===== src/rtl/fxr_pkg.sv =====
package fxr_pkg;
   typedef enum logic [1:0] {
      RM_NEAREST_EVEN = 2'd0,
      RM_DOWN         = 2'd1,
      RM_UP           = 2'd2,
      RM_TO_ZERO      = 2'd3
   } round_mode_e;
endpackage


===== src/rtl/fxr_incr_sel.sv =====
module fxr_incr_sel #(
   parameter int FRAC_W = 7
) (
   input  logic              sign,
   input  logic [1:0]        mode,
   output logic [FRAC_W-1:0] incr,
   output logic              nearest
);
   import fxr_pkg::*;

   localparam logic [FRAC_W-1:0] HALF_INC = FRAC_W'(1) << (FRAC_W - 1);
   localparam logic [FRAC_W-1:0] FULL_INC = {FRAC_W{1'b1}};

   round_mode_e rm;
   assign rm = round_mode_e'(mode);

   always_comb begin
      nearest = 1'b0;
      incr    = '0;
      unique case (rm)
         RM_NEAREST_EVEN: begin
            nearest = 1'b1;
            incr    = HALF_INC;
         end
         RM_DOWN:    incr = sign ? FULL_INC : '0;
         RM_UP:      incr = sign ? '0 : FULL_INC;
         RM_TO_ZERO: incr = '0;
         default:    incr = '0;
      endcase
   end
endmodule


===== src/rtl/fxr_round_shift.sv =====
module fxr_round_shift #(
   parameter int IN_W   = 64,
   parameter int FRAC_W = 7,
   localparam int SH_W  = IN_W + 1 - FRAC_W
) (
   input  logic [IN_W-1:0]   mag,
   input  logic [FRAC_W-1:0] incr,
   input  logic              nearest,
   output logic [SH_W-1:0]   rounded,
   output logic              frac_nz
);
   localparam logic [FRAC_W-1:0] HALF_PAT = FRAC_W'(1) << (FRAC_W - 1);

   logic [IN_W:0]     sum;
   logic [FRAC_W-1:0] frac;
   logic [SH_W-1:0]   shifted;
   logic              tie;

   assign frac    = mag[FRAC_W-1:0];
   assign sum     = {1'b0, mag} + {{(IN_W + 1 - FRAC_W){1'b0}}, incr};
   assign shifted = sum[IN_W:FRAC_W];
   assign tie     = nearest && (frac == HALF_PAT);
   assign rounded = shifted & ~{{(SH_W - 1){1'b0}}, tie};
   assign frac_nz = |frac;
endmodule


===== src/rtl/fxr_saturate.sv =====
module fxr_saturate #(
   parameter int SH_W  = 58,
   parameter int OUT_W = 32
) (
   input  logic [SH_W-1:0]  rounded,
   input  logic             sign,
   input  logic             frac_nz,
   output logic [OUT_W-1:0] result,
   output logic             invalid,
   output logic             inexact
);
   localparam logic [OUT_W-1:0] MAX_POS = {1'b0, {(OUT_W - 1){1'b1}}};
   localparam logic [OUT_W-1:0] MAX_NEG = {1'b1, {(OUT_W - 1){1'b0}}};

   logic [OUT_W-1:0] low;
   logic             hi_ovf;
   logic [OUT_W-1:0] signed_val;
   logic             sign_bad;

   generate
      if (SH_W > OUT_W) begin : g_wide
         assign hi_ovf = |rounded[SH_W-1:OUT_W];
         assign low    = rounded[OUT_W-1:0];
      end else if (SH_W == OUT_W) begin : g_equal
         assign hi_ovf = 1'b0;
         assign low    = rounded;
      end else begin : g_narrow
         assign hi_ovf = 1'b0;
         assign low    = {{(OUT_W - SH_W){1'b0}}, rounded};
      end
   endgenerate

   assign signed_val = sign ? (~low + OUT_W'(1)) : low;
   assign sign_bad   = (signed_val != '0) && (signed_val[OUT_W-1] != sign);
   assign invalid    = hi_ovf | sign_bad;
   assign result     = invalid ? (sign ? MAX_NEG : MAX_POS) : signed_val;
   assign inexact    = frac_nz & ~invalid;
endmodule


===== src/rtl/fxr_round_int.sv =====
module fxr_round_int #(
   parameter int IN_W   = 64,
   parameter int FRAC_W = 7,
   parameter int OUT_W  = 32
) (
   input  logic             clk,
   input  logic             rst_n,
   input  logic             in_valid,
   input  logic             in_sign,
   input  logic [IN_W-1:0]  in_mag,
   input  logic [1:0]       in_mode,
   output logic             out_valid,
   output logic [OUT_W-1:0] out_result,
   output logic             out_invalid,
   output logic             out_inexact
);
   localparam int SH_W = IN_W + 1 - FRAC_W;

   initial begin
      assert (FRAC_W >= 1) else $error("FRAC_W must be at least 1");
      assert (OUT_W >= 2) else $error("OUT_W must be at least 2");
      assert (IN_W > FRAC_W) else $error("IN_W must exceed FRAC_W");
   end

   logic [FRAC_W-1:0] incr;
   logic              nearest;
   logic [SH_W-1:0]   rounded;
   logic              frac_nz;
   logic [OUT_W-1:0]  nxt_result;
   logic              nxt_invalid;
   logic              nxt_inexact;

   fxr_incr_sel #(.FRAC_W(FRAC_W)) u_incr (
      .sign    (in_sign),
      .mode    (in_mode),
      .incr    (incr),
      .nearest (nearest)
   );

   fxr_round_shift #(.IN_W(IN_W), .FRAC_W(FRAC_W)) u_shift (
      .mag     (in_mag),
      .incr    (incr),
      .nearest (nearest),
      .rounded (rounded),
      .frac_nz (frac_nz)
   );

   fxr_saturate #(.SH_W(SH_W), .OUT_W(OUT_W)) u_sat (
      .rounded (rounded),
      .sign    (in_sign),
      .frac_nz (frac_nz),
      .result  (nxt_result),
      .invalid (nxt_invalid),
      .inexact (nxt_inexact)
   );

   always_ff @(posedge clk) begin
      if (!rst_n) begin
         out_valid   <= 1'b0;
         out_result  <= '0;
         out_invalid <= 1'b0;
         out_inexact <= 1'b0;
      end else begin
         out_valid <= in_valid;
         if (in_valid) begin
            out_result  <= nxt_result;
            out_invalid <= nxt_invalid;
            out_inexact <= nxt_inexact;
         end
      end
   end
endmodule


===== config.mk =====
export PLATFORM = sky130hd
export DESIGN_NAME = fxr_round_int
export DESIGN_NICKNAME = d
export VERILOG_FILES = /design/src/rtl/fxr_pkg.sv /design/src/rtl/fxr_incr_sel.sv /design/src/rtl/fxr_round_shift.sv /design/src/rtl/fxr_saturate.sv /design/src/rtl/fxr_round_int.sv
export SDC_FILE = /design/constraint.sdc
export NUM_CORES = 1
export LEC_CHECK = 0
export ABC_CLOCK_PERIOD_IN_PS = 9960
export CELL_PAD_IN_SITES_DETAIL_PLACEMENT = 1
export CELL_PAD_IN_SITES_GLOBAL_PLACEMENT = 2
export CORE_MARGIN = 8
export CORE_UTILIZATION = 32
export CTS_BUF_LIST = sky130_fd_sc_hd__clkbuf_8
export DETAILED_ROUTE_END_ITERATION = 10
export PLACE_DENSITY = 0.94
export SYNTH_ARGS = -nofsm -noshare
export SYNTH_HDL_FRONTEND = slang
export SYNTH_HIERARCHICAL = 1
export SYNTH_SLANG_ARGS = --single-unit

===== constraint.sdc =====
create_clock -name clk -period 9.96 [get_ports clk]
set_input_delay 1.494 -clock clk [delete_from_list [all_inputs] [get_ports clk]]
set_output_delay 1.494 -clock clk [all_outputs]
set_load 0.01 [all_outputs]

==> impl_metrics.ini <==
[setup_path]
cp_max_fo = 44
critPathLaunchType = input pin
r2r_setup_slack_ns = 9.31
crit-reg2reg-launch = out_result[14]
criticalPathCategory = in -> reg
regToRegEndpoint = out_result[14]
cp-end-kind = flop
r2r_cells = 2
cp.arrival_ns = 7.97
worstPathRequired_ns = 10.18

[timing]
tns_ns = 0
setup_viol = 0
relSlewSlack_pct = 32.6
hold_viol = 0
hold_ws_ns = 0.520
rsz0062_at_grt = false
worst_pin_slew_ns = 1.01
max_freq_mhz = 129
timing.final.crit_period_ns = 7.75
fin_skew_ns = 0
finalCritPeriodShare_pct = 77.8
final_max_slew_viol_count = 0

[logic_synthesis]
avgSynthCellArea_um2 = 7.29
synth-adder-area-share_pct = 1.71
synth_edf_count = 0
synth_compound_area_share_pct = 15.6
yosysWarnings = 6
yosysSeqAreaShare_pct = 13.7
netlist-cell-type-count = 72
muxShareOfSynthArea_pct = 9.82
synthCells = 701
synthXorXnorAreaFrac_pct = 11.3
synthFlopType = dfxtp_1
synth_top_family_by_area = simple AND/OR/NAND/NOR gates
synthSimpleGateAreaFrac_pct = 39.7
synth_fp_nets = 778
ys_ff_latch = 35
async_reset_ff_share_pct = 0
syn_area_um2 = 5110

[flow_run]
max-cap-violations = 0

[clocking]
clk_path_buf_depth = 2
clockRootBuffer = clkbuf_8
ctsResizeCount = 0
post-cts-setup-buffers = 0
cts_tree = built
cts-hold-fix-buffers = 0
htreeDepth = 2
cts_sinks = 35
clock_latency_ns = 0.28
clkSlewWorstSetupHoldPaths_ns = 0.07
numCtsBuffers = 5

[route]
route.detailed.drc = 0
ant_nets = 0
drt-total-wl_mm = 17.1
wl_per_cell_um = 17.6
drt_first_pass_iters = 4
drt_iter0_markers = 261
viasPerCell = 5.51
num_vias = 5369

[power]
pwr_density_cell_nw_per_um2 = 70.7
p_leak_nw = 2.23
vdd_drop_max_mv = 0.0407

[finish]
final_common_cell = clkdlybuf4s50_1
final_area_um2 = 6210
diodes = 0
synthToLayoutAreaGrowth_pct = 21.5
fin_util_pct = 39.4
drive_above_1_share_pct = 6.99
nNetsFinal = 835
final_cell_mix = clkdlybuf4s50_1 (103), nor2_1 (54), xor2_1 (54), mux2i_1 (49), nand2_1 (48)

[global_routing]
grt.met3_usage_pct = 2.68
overflow = 0
grt_pass1_vias = 5254
grt.busiest_layer = met2
grt_use_met1_pct = 22.7
antenna_found_initial = 0
grt_use_total_pct = 16.5
grt_pass1_wl_mm = 27.6
grt_max_degree = 45
grt_util_met2_pct = 26.4

[floorplan]
core_um2 = 15800
initial_core_util_pct = 32.4
die_h_um = 142
die_w_um = 142
boundaryPins = 105
fp.dieArea_um2 = 20300
rows = 46

[hold_path]
whs_endpoint = out_result[29]
hold_path_depth = 2
hp-start = out_result[29]
hold_class = reg -> reg

[run_status]
run_status = completed

[placed_design]
gp_congestion = 0.884
portBuffers = 104
place_area_um2 = 6120
dp_hpwl_mm = 13.9
==> cell type report <==
class | count | area (um^2)
clock buffers | 6 | 82.6
inverters | 15 | 56.3
clock inverters | 1 | 5.00
flip-flops and latches | 35 | 701
repair buffers | 111 | 1090
well taps | 216 | 270
multi-input cells | 590 | 4000
fillers | 1974 | 9560
==> power breakdown <==
| group | leakage, nW | switching, mW | internal [mW] |
|---|---|---|---|
| logic | 1.89 | 0.102 | 0.0827 |
| registers | 0.289 | 0.00448 | 0.148 |
| clock network | 0.0470 | 0.0480 | 0.0542 |
==> worst max-delay path by stage <==
stage | from | to | slack [ns] | cells after the start
floorplan | in_sign | out_result[1] | 3.73 | 24
global placement | in_sign | out_result[10] | 2.15 | 21
detailed placement | in_mode[0] | out_result[4] | 1.91 | 22
CTS | in_mode[0] | out_result[4] | 2.20 | 22
global route | in_mode[1] | out_result[4] | 1.63 | 22
finish | in_mode[0] | out_result[4] | 2.21 | 22
==> kinds of logic (layout without fill, tap and decap cells) <==
logic type                 Yosys count  count (layout)
and+or+nand+nor                    343             343
muxes                               50              50
DFF                                 35              35
AOI/OAI and AO/OA                  124             124
adders and majority gates            7               7
buffers and inverters               76             133
xor gates and xnor gates            66              66
==> synthesized netlist by cell type, types with 12 or more instances <==
library cell  count  area share (%)
clkbuf_1         34             2.5
nor3_1           47             4.6
nand2_1          48             3.5
xor2_1           54             9.3
o21ai_0          31             3.0
nand4_1          22             2.7
xnor2_1          12             2.1
or4_1            12             1.8
nor4_1           31             3.8
dfxtp_1          35              14
mux2i_1          49             9.6
nor2_1           54             4.0
a21oi_1          18             1.8
nand3_1          31             3.0
o21ai_1          23             2.3
inv_1            14             1.0
nor2b_1          35             4.3
==> state kept, by name (all words and copies together) (netlist names) <==
register and flops:
out_result 32, out_valid 1, out_invalid 1, out_inexact 1
==> through the flow <==
stage	setup slack, ns	total power [mW]	cells
floorplan	3.73	0.264	701
global placement	2.15	0.337	967
detailed placement	1.91	0.340	967
CTS	2.20	0.444	974
global route	1.63	0.466	974
finish	2.21	0.439	974
==> critical path: stages <==
cell             delay, ns
clkdlybuf4s50_1       0.54
nand2_1               0.07
o22ai_1               0.44
ha_1                  0.32
o21a_1                0.18
o2111a_1              0.24
a22oi_2               0.65
buf_4                 0.47
nor3_1                0.10
xor2_1                0.22
nor4_4                0.26
nand4_2               0.21
or4_1                 0.53
xor2_1                0.21
a2bb2oi_1             0.34
nor4_4                0.10
a21oi_4               0.79
buf_4                 0.33
o21ai_0               0.10
o21ai_1               0.13
mux2i_1               0.09
nor2b_1               0.15
==> layer usage <==
layer  vias up  wire length, um
met1      2555             8580
met2       127             7460
met4         0              195
li1       2675                -
met5         -                0
met3        12              875
(Power assumes the default switching activity.)
